## src/rtl/wdog_pkg.sv

```systemverilog
package wdog_pkg;
  localparam int WORD_W      = 32;
  localparam int OFS_CTRL_A  = 'h0;
  localparam int OFS_CTRL_B  = 'h4;
  localparam int OFS_TIME    = 'h8;
  localparam int BIT_RSTFLAG = 3;
  localparam int BIT_STATE   = 2;
  localparam int BIT_KEY_A   = 1;
  localparam int BIT_KEY_B   = 0;

  typedef struct packed {
    logic run;
    logic restart;
  } wdogStrobe_t;
endpackage

```

## src/rtl/wdog_datapath.sv

```systemverilog
module wdog_datapath
  import wdog_pkg::*;
#(
  parameter int INTERVAL_LOG2 = 8,
  parameter int TB_W          = 32
) (
  input  logic            clk,
  input  logic            rstN,
  input  wdogStrobe_t     strobe,
  output logic            wrapHit,
  output logic [TB_W-1:0] timebase
);
  localparam logic [INTERVAL_LOG2-1:0] CNT_LAST = '1;
  localparam logic [INTERVAL_LOG2-1:0] CNT_ONE  = 1;
  localparam logic [TB_W-1:0]          TB_ONE   = 1;

  logic [INTERVAL_LOG2-1:0] expiryCnt;

  always_ff @(posedge clk or negedge rstN) begin
    if (!rstN) timebase <= '0;
    else       timebase <= timebase + TB_ONE;
  end

  always_ff @(posedge clk or negedge rstN) begin
    if (!rstN)                            expiryCnt <= '0;
    else if (!strobe.run || strobe.restart) expiryCnt <= '0;
    else                                  expiryCnt <= expiryCnt + CNT_ONE;
  end

  assign wrapHit = strobe.run && (expiryCnt == CNT_LAST);

  assert_timebase_step_R2: assert property (@(posedge clk) disable iff (!rstN)
    rstN |=> timebase == $past(timebase) + TB_ONE);

  assert_idle_zero_R8: assert property (@(posedge clk) disable iff (!rstN)
    (!strobe.run || strobe.restart) |=> expiryCnt == '0);
endmodule

```

## src/rtl/wdog_ctrl.sv

```systemverilog
module wdog_ctrl
  import wdog_pkg::*;
#(
  parameter int ADDR_W      = 4,
  parameter int ENABLE_ONCE = 0
) (
  input  logic              clk,
  input  logic              rstN,
  input  logic              busSel,
  input  logic              busWe,
  input  logic [ADDR_W-1:0] busAddr,
  input  logic [WORD_W-1:0] busWdata,
  input  logic [WORD_W-1:0] timebase,
  input  logic              wrapHit,
  output wdogStrobe_t       strobe,
  output logic [WORD_W-1:0] busRdata,
  output logic              wdtIrq,
  output logic              wdtRstPulse
);
  localparam logic [ADDR_W-1:0] ADR_A = ADDR_W'(OFS_CTRL_A);
  localparam logic [ADDR_W-1:0] ADR_B = ADDR_W'(OFS_CTRL_B);
  localparam logic [ADDR_W-1:0] ADR_T = ADDR_W'(OFS_TIME);
  localparam bit ONCE = (ENABLE_ONCE != 0);

  logic keyA, keyB, stateFlag, rstFlag, locked;
  logic wrA, wrB, armed, lockNow, service, expire;

  assign wrA     = busSel && busWe && (busAddr == ADR_A);
  assign wrB     = busSel && busWe && (busAddr == ADR_B);
  assign armed   = keyA && keyB;
  assign lockNow = ONCE && (locked || armed);
  assign service = wrA && busWdata[BIT_RSTFLAG] && busWdata[BIT_STATE];
  assign expire  = wrapHit && !service;

  assign strobe.run     = armed;
  assign strobe.restart = service;

  always_ff @(posedge clk or negedge rstN) begin
    if (!rstN) begin
      keyA        <= 1'b0;
      keyB        <= 1'b0;
      stateFlag   <= 1'b0;
      rstFlag     <= 1'b0;
      locked      <= 1'b0;
      wdtRstPulse <= 1'b0;
    end else begin
      if (wrA && !lockNow) keyA <= busWdata[BIT_KEY_A];
      if (wrB && !lockNow) keyB <= busWdata[BIT_KEY_B];
      locked <= locked || (ONCE && armed);
      if (expire)                        stateFlag <= 1'b1;
      else if (wrA && busWdata[BIT_STATE]) stateFlag <= 1'b0;
      if (expire && stateFlag)             rstFlag <= 1'b1;
      else if (wrA && busWdata[BIT_RSTFLAG]) rstFlag <= 1'b0;
      wdtRstPulse <= expire && stateFlag;
    end
  end

  assign wdtIrq = stateFlag;

  always_comb begin
    busRdata = '0;
    if (busAddr == ADR_A) begin
      busRdata[BIT_RSTFLAG] = rstFlag;
      busRdata[BIT_STATE]   = stateFlag;
      busRdata[BIT_KEY_A]   = keyA;
      busRdata[BIT_KEY_B]   = keyB;
    end else if (busAddr == ADR_B) begin
      busRdata[BIT_KEY_B] = keyB;
    end else if (busAddr == ADR_T) begin
      busRdata = timebase;
    end
  end

  assert_pulse_has_flags_R5: assert property (@(posedge clk) disable iff (!rstN)
    wdtRstPulse |-> (stateFlag && rstFlag));

  assert_pulse_single_R5: assert property (@(posedge clk) disable iff (!rstN)
    wdtRstPulse |=> !wdtRstPulse);

  assert_state_from_wrap_R4: assert property (@(posedge clk) disable iff (!rstN)
    $rose(stateFlag) |-> $past(wrapHit));

  assert_disarmed_quiet_R3: assert property (@(posedge clk) disable iff (!rstN)
    !armed |=> !wdtRstPulse);

  generate
    if (ONCE) begin : gLock
      assert_lock_holds_R9: assert property (@(posedge clk) disable iff (!rstN)
        locked |=> (keyA && keyB));
    end
  endgenerate
endmodule

```

## src/rtl/wdog_top.sv

```systemverilog
module wdog_top
  import wdog_pkg::*;
#(
  parameter int INTERVAL_LOG2 = 8,
  parameter int ADDR_W        = 4,
  parameter int ENABLE_ONCE   = 0
) (
  input  logic              clk,
  input  logic              rstN,
  input  logic              busSel,
  input  logic              busWe,
  input  logic [ADDR_W-1:0] busAddr,
  input  logic [31:0]       busWdata,
  output logic [31:0]       busRdata,
  output logic              wdtIrq,
  output logic              wdtRstPulse
);
  wdogStrobe_t       strobe;
  logic              wrapHit;
  logic [WORD_W-1:0] timebase;

  wdog_datapath #(.INTERVAL_LOG2(INTERVAL_LOG2), .TB_W(WORD_W)) uDp (
    .clk(clk), .rstN(rstN), .strobe(strobe), .wrapHit(wrapHit), .timebase(timebase)
  );

  wdog_ctrl #(.ADDR_W(ADDR_W), .ENABLE_ONCE(ENABLE_ONCE)) uCtl (
    .clk(clk), .rstN(rstN), .busSel(busSel), .busWe(busWe), .busAddr(busAddr),
    .busWdata(busWdata), .timebase(timebase), .wrapHit(wrapHit), .strobe(strobe),
    .busRdata(busRdata), .wdtIrq(wdtIrq), .wdtRstPulse(wdtRstPulse)
  );
endmodule

```

## config.mk

```make
export PLATFORM = sky130hd
export DESIGN_NAME = wdog_top
export DESIGN_NICKNAME = d
export VERILOG_FILES = /design/src/rtl/wdog_pkg.sv /design/src/rtl/wdog_datapath.sv /design/src/rtl/wdog_ctrl.sv /design/src/rtl/wdog_top.sv
export SDC_FILE = /design/constraint.sdc
export NUM_CORES = 1
export LEC_CHECK = 0
export BUFFER_PORTS_ARGS = -buffer_cell sky130_fd_sc_hd__buf_2
export CORE_ASPECT_RATIO = 1.2
export CORE_UTILIZATION = 47
export CTS_BUF_LIST = sky130_fd_sc_hd__clkbuf_2
export CTS_CLUSTER_DIAMETER = 100
export CTS_CLUSTER_SIZE = 40
export DETAILED_ROUTE_END_ITERATION = 12
export GPL_TIMING_DRIVEN = 0
export HOLD_SLACK_MARGIN = 0.05
export PLACE_DENSITY = 0.8
export SKIP_LAST_GASP = 1
export SLEW_MARGIN = 5
export SYNTH_ARGS = -nofsm -noshare
export SYNTH_HDL_FRONTEND = slang
export SYNTH_SLANG_ARGS = --single-unit
```

## constraint.sdc

```tcl
create_clock -name clk -period 1.7 [get_ports clk]
set_input_delay 0.17 -clock clk [delete_from_list [all_inputs] [get_ports clk]]
set_output_delay 0.17 -clock clk [all_outputs]
set_load 0.02 [all_outputs]
```

==> results of run 1 <==
==> cells by family after synthesis <==
| family | count (synthesis) |
|---|---|
| compound gates | 11 |
| xor+xnor | 34 |
| fa+ha+maj | 2 |
| buf+inv | 14 |
| flops | 45 |
| mux | 2 |
| simple gates | 112 |
==> metrics by stage <==
step / setup slack (ps) / hold WS [ps] / cells / TNS (ps) / util
2_1_floorplan: 139 / -126 / 220 / 0 / -
6_report: 40.9 / 63.4 / 338 / 0 / 0.592
5_1_grt: -92.6 / 68.5 / 338 / -210 / 0.592
3_3_place_gp: -179 / 374 / 323 / -3310 / 0.561
4_1_cts: 6.99 / 55.8 / 335 / 0 / 0.583
3_5_place_dp: -185 / 385 / 323 / -3610 / 0.561
==> how the worst max path moves through the flow <==
stage / endpoint / cells after the start / start
CTS: uDp.timebase[30] / 6 / uDp.timebase[1]
floorplan: uDp.timebase[28] / 5 / uDp.timebase[0]
global placement: busRdata[13] / 6 / busAddr[1]
global route: uDp.timebase[30] / 6 / uDp.timebase[1]
finish: uDp.timebase[22] / 6 / uDp.timebase[1]
detailed placement: busRdata[13] / 6 / busAddr[1]
==> layout make-up <==
class,count,area [um^2]
multi-input combinational,161,1130
clock buffer,5,25.0
sequential,45,1130
clock inverter,1,5.00
tap,58,72.6
fill,396,1890
inverter,5,18.8
buffer,9,53.8
timing repair buffer,54,303
==> repair_timing <==
| action | 4_1_cts | 5_1_grt |
|---|---|---|
| hold endpoints to repair | 48 | 0 |
| pin swaps | 1 | 3 |
| resized for setup | 5 | 6 |
| hold buffers | 4 | 0 |
| buffers inserted | 2 | 3 |
| gates cloned | 0 | 0 |
| setup endpoints to repair | 26 | 27 |
==> power groups by stage <==
stage | clock, W | combinational (W) | sequential [W]
after floorplan | 0 | 0.0000563 | 0.00113
final | 0.000394 | 0.000127 | 0.00111
after detailed placement | 0 | 0.000119 | 0.00113
after global routing | 0.000444 | 0.000144 | 0.00112
after CTS | 0.000402 | 0.000128 | 0.00111
after global placement | 0 | 0.000117 | 0.00113
==> critical path, stage by stage (launching register included) <==
cell and delay [ps]:
dfrtp_1 510, ha_4 170, nand4_1 170, nor4_4 290, buf_4 180, nand2_1 100, xnor2_2 150
==> layer usage <==
metal,share of wire,GRT usage
met2,0.50,0.343
met4,0.015,0.0696
met1,0.44,0.250
met5,0,0
met3,0.040,0.0451
==> cells in the mapped netlist <==
| library cell | count |
|---|---|
| a21o_1 | 2 |
| a21oi_1 | 2 |
| a22o_1 | 3 |
| a22o_2 | 1 |
| a41o_1 | 1 |
| and2_1 | 4 |
| and3_1 | 33 |
| and3b_1 | 1 |
| and4_1 | 1 |
| and4_2 | 1 |
| buf_2 | 1 |
| buf_6 | 2 |
| clkbuf_1 | 6 |
| dfrtp_1 | 45 |
| ha_1 | 2 |
| inv_1 | 5 |
| mux2_2 | 2 |
| nand2_1 | 20 |
| nand3_1 | 14 |
| nand4_1 | 15 |
| nand4_4 | 1 |
| nor2_1 | 9 |
| nor3_1 | 6 |
| nor4_1 | 1 |
| nor4_2 | 1 |
| nor4_4 | 3 |
| o21ai_0 | 2 |
| or3_1 | 2 |
| xnor2_1 | 28 |
| xor2_1 | 6 |
==> state kept, by name (all words and copies together) (netlist names) <==
signal,flops
uDp.timebase,32
uDp.expiryCnt,8
uCtl.keyA,1
uCtl.keyB,1
uCtl.rstFlag,1
uCtl.wdtIrq,1
uCtl.wdtRstPulse,1
==> impl_metrics.py, run 1 <==
metrics = {
    "worst_hold_path": {
        "hold_end": "uCtl.rstFlag",
        "worstHoldStart": "busWdata[3]",
        "holdPathStages": 3,
        "worstHoldPathType": "in2reg",
    },
    "drt": {
        "vias": 1822,
        "drc": 0,
        "firstDrtPassIters": 4,
        "antenna_left": 0,
        "wl_per_cell_um": 14.0,
        "drt-total-wl_um": 4740,
        "avgViaCountPerCell": 5.39,
        "dr.first_iter.drc_count": 60,
    },
    "synth": {
        "yosys.area.top_type": "dfrtp_1",
        "syn_area_um2": 2300,
        "synth_top_family_by_area": "simple AND/OR/NAND/NOR gates",
        "synth_top_area_frac": 0.490,
        "ys_types": 30,
        "yosys.area_share.xor_xnor": 0.129,
        "synth-seq-cells": 45,
        "synthSimpleGateAreaFrac": 0.295,
        "synthTopCellsByArea": "dfrtp_1, xnor2_1, and3_1",
        "synth_fa_ha_area_frac": 0.0109,
        "synth_compound_area_frac": 0.0354,
        "ys_warn_count": 0,
        "syn-mean-instance-area_um2": 10.5,
        "ys_seq_area_frac": 0.490,
        "synth.area.mux_share": 0.00979,
        "synthCells": 220,
        "syn-num-nets": 262,
    },
    "worst_setup_path": {
        "startpoint_type": "flop",
        "r2r_slack_ps": 40,
        "critPathKind": "reg2reg",
        "timing.rr.start": "uDp.timebase[1]",
        "r2r_cells": 6,
        "crit_path_end_kind": "flop",
        "crit_path_max_fanout": 5,
        "cp.required_ps": 2010,
        "cp.arrival_ps": 1970,
        "timing.rr.end": "uDp.timebase[22]",
    },
    "timing": {
        "fin_crit_ps": 1660,
        "rsz0062_at_grt": "yes",
        "maxSlewHeadroom": 0.340,
        "final-setup-viol-count": 0,
        "finalHoldViolCount": 0,
        "max_freq_ghz": 0.603,
        "finalMaxSlewViolations": 0,
        "fin_skew_ps": 8.10,
        "tightestPinTransition_ps": 991,
        "min_period_over_period": 0.976,
    },
    "clock_network": {
        "root_buffer": "clkbuf_2",
        "cts-htree-levels": 2,
        "cts_made_buffers": 5,
        "clkSlewWorstSetupHoldPaths_ps": 200,
        "cts_buffer_depth": 2,
        "worstSkewPairLatency_ps": 400,
        "cts.sinks": 45,
        "tritoncts": "yes",
    },
    "grt": {
        "grt_usage": 0.203,
        "antenna_found_initial": 0,
        "grt_max_degree": 46,
        "first_global_vias": 1760,
        "grt_pass1_wl_um": 8040,
        "grt_overflow": 0,
    },
    "flow_run": {
        "max_cap_viol_count": 0,
    },
    "pwr": {
        "power_frac_clock": 0.241,
        "p_int_w": 0.00123,
        "leakage_nw": 1.43,
        "p_sw_frac": 0.250,
        "switchingPower_w": 0.000408,
        "finalPower_w": 0.00163,
        "p_comb_frac": 0.078,
        "p_seq_frac": 0.681,
        "max-vdd-ir-drop_uv": 325,
        "p_per_area_nw_per_um2": 596,
    },
    "finish": {
        "diodes": 0,
        "design_area_um2": 2740,
        "final_common_cell": "buf_2",
        "drive_gt1_frac": 0.275,
        "syn2layout_area_growth_pct": 19.2,
        "fin_nets": 323,
        "most-common-layout-cells": "buf_2, dfrtp_1, and3_1",
    },
    "floorplan": {
        "die_h_um": 78.6,
        "die_area_um2": 5180,
        "io_pins": 74,
        "coreArea_um2": 4630,
        "start_util": 0.497,
        "die_w_um": 65.9,
        "fp-row-count": 27,
    },
    "placement": {
        "place_area_um2": 2600,
        "port_buffers": 45,
        "place_congestion": 0.760,
        "hpwl_um": 3240,
    },
    "status": {
        "outcome": "finished clean",
    },
}
Note: power is estimated with default switching activity, not from simulation.
==> run 2, diff against run 1 <==
--- a/config.mk
+++ b/config.mk
@@ -7,6 +7,7 @@
 export LEC_CHECK = 0
 export BUFFER_PORTS_ARGS = -buffer_cell sky130_fd_sc_hd__buf_2
 export CORE_ASPECT_RATIO = 1.2
+export CORE_MARGIN = 4
 export CORE_UTILIZATION = 47
 export CTS_BUF_LIST = sky130_fd_sc_hd__clkbuf_2
 export CTS_CLUSTER_DIAMETER = 100
==> constraint.sdc (replaced) <==
create_clock -name clk -period 1.7 [get_ports clk]
set_input_delay 0.085 -clock clk [delete_from_list [all_inputs] [get_ports clk]]
set_output_delay 0.085 -clock clk [all_outputs]
set_load 0.02 [all_outputs]
==> run 2 against run 1 <==
Compared with the run above:
- first-iteration DRC count grew 93%
- sequential share of layout area is 0.87 points lower
- final cell count rose by 1.5%
- global-route usage shrank 3.3 points
- critical path type unchanged
- critical endpoint is now uDp.timebase[30]
- largest power group unchanged
==> impl_metrics.py, run 2 (synthesis results as in run 1) <==
metrics = {
    "worst_setup_path": {
        "crit_path_end_kind": "flop",
        "critPathKind": "reg2reg",
        "cp.required_ps": 2040,
        "crit_path_max_fanout": 5,
        "startpoint_type": "flop",
        "cp.arrival_ps": 1950,
    },
    "clock_network": {
        "cts_made_buffers": 5,
        "tritoncts": "yes",
        "worstSkewPairLatency_ps": 410,
        "root_buffer": "clkbuf_2",
        "clkSlewWorstSetupHoldPaths_ps": 230,
        "cts-htree-levels": 2,
        "cts.sinks": 45,
        "cts_buffer_depth": 2,
    },
    "drt": {
        "dr.first_iter.drc_count": 116,
        "drt-total-wl_um": 4950,
        "avgViaCountPerCell": 5.48,
        "antenna_left": 0,
        "firstDrtPassIters": 4,
        "vias": 1878,
        "wl_per_cell_um": 14.4,
        "drc": 0,
    },
    "worst_hold_path": {
        "worstHoldPathType": "in2reg",
    },
    "floorplan": {
        "die_h_um": 84.6,
        "io_pins": 74,
        "coreArea_um2": 4660,
        "fp-row-count": 27,
        "start_util": 0.493,
        "die_area_um2": 6080,
        "die_w_um": 71.9,
    },
    "grt": {
        "antenna_found_initial": 0,
        "grt_overflow": 0,
        "first_global_vias": 1748,
        "grt_pass1_wl_um": 8140,
        "grt_max_degree": 46,
        "grt_usage": 0.170,
    },
    "pwr": {
        "leakage_nw": 1.46,
        "max-vdd-ir-drop_uv": 686,
        "finalPower_w": 0.00183,
        "p_per_area_nw_per_um2": 652,
    },
    "timing": {
        "max_freq_ghz": 0.619,
        "fin_skew_ps": 23.4,
        "min_period_over_period": 0.950,
        "fin_crit_ps": 1610,
        "finalHoldViolCount": 0,
        "maxSlewHeadroom": 0.358,
        "final-setup-viol-count": 0,
        "finalMaxSlewViolations": 0,
        "tightestPinTransition_ps": 962,
        "setup_ws_ps": 85.8,
        "hold-worst-slack_ps": 191,
        "fin_setup_tns_ps": 0,
    },
    "placement": {
        "place_congestion": 0.778,
        "place_worst_setup_slack_ps": -245,
        "hpwl_um": 3600,
        "port_buffers": 45,
    },
    "finish": {
        "largest_reg_flops": 32,
        "fin_nets": 326,
        "most-common-layout-cells": "buf_2, dfrtp_1, and3_1",
        "final_common_cell": "buf_2",
        "diodes": 0,
        "regMostFlops": "uDp.timebase",
        "largest_registers": "uDp.timebase (32), uDp.expiryCnt (8)",
        "syn2layout_area_growth_pct": 22.0,
        "drive_gt1_frac": 0.277,
        "fin_util": 0.602,
    },
    "flow_run": {
        "max_cap_viol_count": 0,
    },
    "status": {
        "outcome": "finished clean",
    },
}
[run 2: cell count changes in the layout (fill, tap and decap cells not counted), moves of 2 or more]
cell / before / now
dfrtp_1: 43 / 41
clkbuf_1: 3 / 5
dfrtp_2: 2 / 4
dlygate4sd3_1: 4 / 6
clkbuf_2: 8 / 6
[run 2: where the power goes]
group          internal (W)  switching [W]
Sequential          0.00109      0.0000186
Clock              0.000243       0.000340
Combinational     0.0000551      0.0000801
[run 2: layout make-up]
type                    instances  area, um^2
well taps                      58        72.6
multi-input cells             161        1140
plain buffers                   9        51.3
repair buffers                 57         330
inverters                       5        18.8
clock buffers                   5        25.0
flip-flops and latches         45        1130
fillers                       398        1860
clock inverters                 3        41.3
[run 2: timing repair]
item	in CTS	in global routing
pin swaps	0	4
setup endpoints to repair	15	38
endpoints found under the hold margin	49	0
cloned	0	0
hold buffers	6	0
buffers inserted	0	6
resized for setup	3	8
[run 2: final timing paths]
check	from	to	slack [ps]	depth (start not counted)
setup / recovery	uDp.timebase[1]	uDp.timebase[30]	90	6
hold / removal	busAddr[0]	uCtl.rstFlag	190	5
setup reg to reg	uDp.timebase[1]	uDp.timebase[30]	90	6
hold reg to reg	uDp.expiryCnt[0]	uDp.expiryCnt[0]	480	1
max in group asynchronous	rstN	uDp.timebase[0]	730	2
min in group asynchronous	rstN	uDp.timebase[23]	320	2
[run 2: critical path, cell delays in order, from the launching register on]
cell,delay [ps]
dfrtp_1,470
ha_4,160
nand4_1,200
nor4_4,300
buf_4,180
nand3_1,90
xnor2_1,140
[run 2: per-layer routing]
metal	GRT usage	vias to the layer above	wire (um)
li1	-	907	-
met1	0.208	910	2110
met2	0.288	52	2500
met3	0.0275	9	239
met4	0.0786	0	95
met5	0	-	0
[run 2: stage by stage]
stage               cell area, um^2  std cells
finish                         2810        343
global route                   2810        343
CTS                            2740        337
detailed placement             2600        323
global placement               2600        323
floorplan                      2300        220
==> run 3, diff against run 2 <==
--- a/config.mk
+++ b/config.mk
@@ -6,9 +6,11 @@
 export NUM_CORES = 1
 export LEC_CHECK = 0
 export BUFFER_PORTS_ARGS = -buffer_cell sky130_fd_sc_hd__buf_2
+export CELL_PAD_IN_SITES_DETAIL_PLACEMENT = 1
+export CELL_PAD_IN_SITES_GLOBAL_PLACEMENT = 2
 export CORE_ASPECT_RATIO = 1.2
 export CORE_MARGIN = 4
-export CORE_UTILIZATION = 47
+export CORE_UTILIZATION = 29
 export CTS_BUF_LIST = sky130_fd_sc_hd__clkbuf_2
 export CTS_CLUSTER_DIAMETER = 100
 export CTS_CLUSTER_SIZE = 40
==> run 3 against run 2 <==
Compared with the run above:
- global-route usage decreased by 4.3 points
- clock skew shrank 6.0 ps
- critical path depth up 1
- first-iteration DRC count down 53%
- clock-buffer cell count is 2 higher
- non-clock buffer count rose by 2
- sequential power about the same
- combinational power grew 4%
- final cell count rose by 10%
- largest cell class unchanged
==> impl_metrics.py, run 3 (synthesis results as in run 1) <==
metrics = {
    "finish": {
        "largest_reg_flops": 32,
        "final_common_cell": "buf_2",
        "drive_gt1_frac": 0.289,
        "syn2layout_area_growth_pct": 23.7,
        "multi_input_area_um2": 1140,
        "fin_util": 0.369,
        "largest_registers": "uDp.timebase (32), uDp.expiryCnt (8)",
        "design_area_um2": 2850,
        "diodes": 0,
        "seqCellArea_um2": 1130,
        "most-common-layout-cells": "buf_2, dfrtp_1, and3_1",
        "fill_cells": 923,
        "fin_nets": 328,
        "regMostFlops": "uDp.timebase",
    },
    "drt": {
        "dr.first_iter.drc_count": 55,
        "vias": 1854,
        "met3_wirelength_um": 276,
        "drt-total-wl_um": 5680,
        "avgViaCountPerCell": 4.89,
        "wl_per_cell_um": 15.0,
        "routed.top_layer": "met4",
        "antenna_left": 0,
        "drc": 0,
        "firstDrtPassIters": 4,
        "dr_wl_met2_um": 2770,
        "wl_met1_um": 2570,
    },
    "pwr": {
        "p_sw_frac": 0.265,
        "finalPower_w": 0.00172,
        "leakage_nw": 1.46,
        "power_frac_clock": 0.272,
        "p_comb_frac": 0.081,
        "p_int_w": 0.00126,
        "max-vdd-ir-drop_uv": 332,
        "p_seq_frac": 0.647,
        "switchingPower_w": 0.000455,
        "p_per_area_nw_per_um2": 604,
    },
    "floorplan": {
        "start_util": 0.298,
        "io_pins": 74,
        "die_w_um": 89.3,
        "fp-row-count": 35,
        "die_h_um": 106,
        "die_area_um2": 9420,
        "coreArea_um2": 7710,
    },
    "worst_setup_path": {
        "cp.required_ps": 2030,
        "timing.rr.start": "uDp.timebase[1]",
        "timing.rr.end": "uDp.timebase[30]",
        "crit_path_max_fanout": 5,
        "critPathSlowestCell": "dfrtp_1",
        "cp.arrival_ps": 1930,
        "r2r_cells": 7,
        "critPathKind": "reg2reg",
        "critPathBufInv": 2,
        "cp-startpoint": "uDp.timebase[1]",
        "crit_path_end_kind": "flop",
        "critPathTopFamily": "flip-flops",
        "slowest_delay_ps": 480,
        "crit_chain": "ha_4 -> nand4_1 -> buf_6 -> nor4_4 -> buf_4 -> nand3_1 -> xnor2_1",
        "startpoint_type": "flop",
        "r2r_slack_ps": 100,
    },
    "grt": {
        "grt_overflow": 0,
        "grt_pass1_wl_um": 9390,
        "first_global_vias": 1912,
        "grt_usage": 0.127,
        "grt_max_degree": 46,
        "antenna_found_initial": 0,
    },
    "timing": {
        "tightestPinTransition_ps": 1030,
        "max_freq_ghz": 0.627,
        "rsz0062_at_grt": "no",
        "finalMaxSlewViolations": 0,
        "min_period_over_period": 0.939,
        "maxSlewHeadroom": 0.315,
        "fin_skew_ps": 17.4,
        "setup_ws_ps": 104,
        "hold-worst-slack_ps": 199,
        "final-setup-viol-count": 0,
        "fin_crit_ps": 1600,
        "finalHoldViolCount": 0,
    },
    "worst_hold_path": {
        "worstHoldStart": "busAddr[2]",
        "worstHoldPathType": "in2reg",
        "holdPathStages": 5,
        "hold_end": "uCtl.rstFlag",
    },
    "flow_run": {
        "max_cap_viol_count": 0,
    },
    "clock_network": {
        "clkSlewWorstSetupHoldPaths_ps": 220,
        "cts-htree-levels": 2,
        "root_buffer": "clkbuf_2",
        "worstSkewPairLatency_ps": 420,
        "cts_buffer_depth": 2,
        "cts.sinks": 45,
        "cts_made_buffers": 5,
        "tritoncts": "yes",
    },
    "placement": {
        "port_buffers": 45,
        "place_area_um2": 2640,
        "place_congestion": 0.757,
        "hpwl_um": 4130,
        "place_worst_setup_slack_ps": -288,
    },
    "status": {
        "outcome": "finished clean",
    },
}
==> run 3: changes by cell type in the layout (fill, tap and decap cells not counted) <==
cell       delta
bufinv_16     -1
clkbuf_1      -1
clkinv_1      -1
buf_6         +1
buf_4         +1
clkbuf_2      +3
==> run 3: power by group through the flow <==
| stage | sequential [W] | combinational [W] | clock (W) |
|---|---|---|---|
| floorplan | 0.00113 | 0.0000563 | 0 |
| global placement | 0.00113 | 0.000123 | 0 |
| detailed placement | 0.00113 | 0.000127 | 0 |
| CTS | 0.00111 | 0.000143 | 0.000494 |
| global route | 0.00111 | 0.000159 | 0.000535 |
| finish | 0.00111 | 0.000140 | 0.000467 |
==> run 3: worst min-delay path, stage by stage <==
cell	delay [ps]
buf_2	110
nor3_2	60
and2_1	160
nand2_1	70
a21o_1	100
==> run 3: area by class of cell <==
type                            count  area share
Timing Repair Buffer               59       0.123
Buffer                              9      0.0185
Clock buffer                        7      0.0123
Multi-Input combinational cell    161       0.399
Tap cell                           92      0.0405
Inverter                            5     0.00660
Sequential cell                    45       0.398
Clock inverter                      1     0.00264
==> run 3: how the worst max path moves through the flow <==
stage,slack [ps],cells past startpoint,to
2_1_floorplan,140,5,uDp.timebase[28]
3_3_place_gp,-310,5,uDp.timebase[26]
3_5_place_dp,-290,5,uDp.timebase[28]
4_1_cts,1,6,busRdata[12]
5_1_grt,10,5,uDp.timebase[21]
6_report,100,7,uDp.timebase[30]
==> run 3: metal layers <==
layer  GRT usage  vias up
met3      0.0258        6
met5           0        -
met2       0.206       42
met4      0.0404        0
li1            -      909
met1       0.166      897
==> run 3: repair_timing <==
item                                   in CTS  in global routing
gates resized for setup                     4                 10
setup endpoints to repair                  26                 39
setup buffers                               1                  7
endpoints found under the hold margin      49                  0
pin swaps                                   2                  5
hold buffers                                6                  0
==> run 3: metrics by stage <==
| stage | TNS (ps) | instances |
|---|---|---|
| after floorplan | 0 | 220 |
| after global placement | -3150 | 357 |
| after detailed placement | -2670 | 357 |
| after CTS | 0 | 372 |
| after global routing | 0 | 379 |
| final | 0 | 379 |
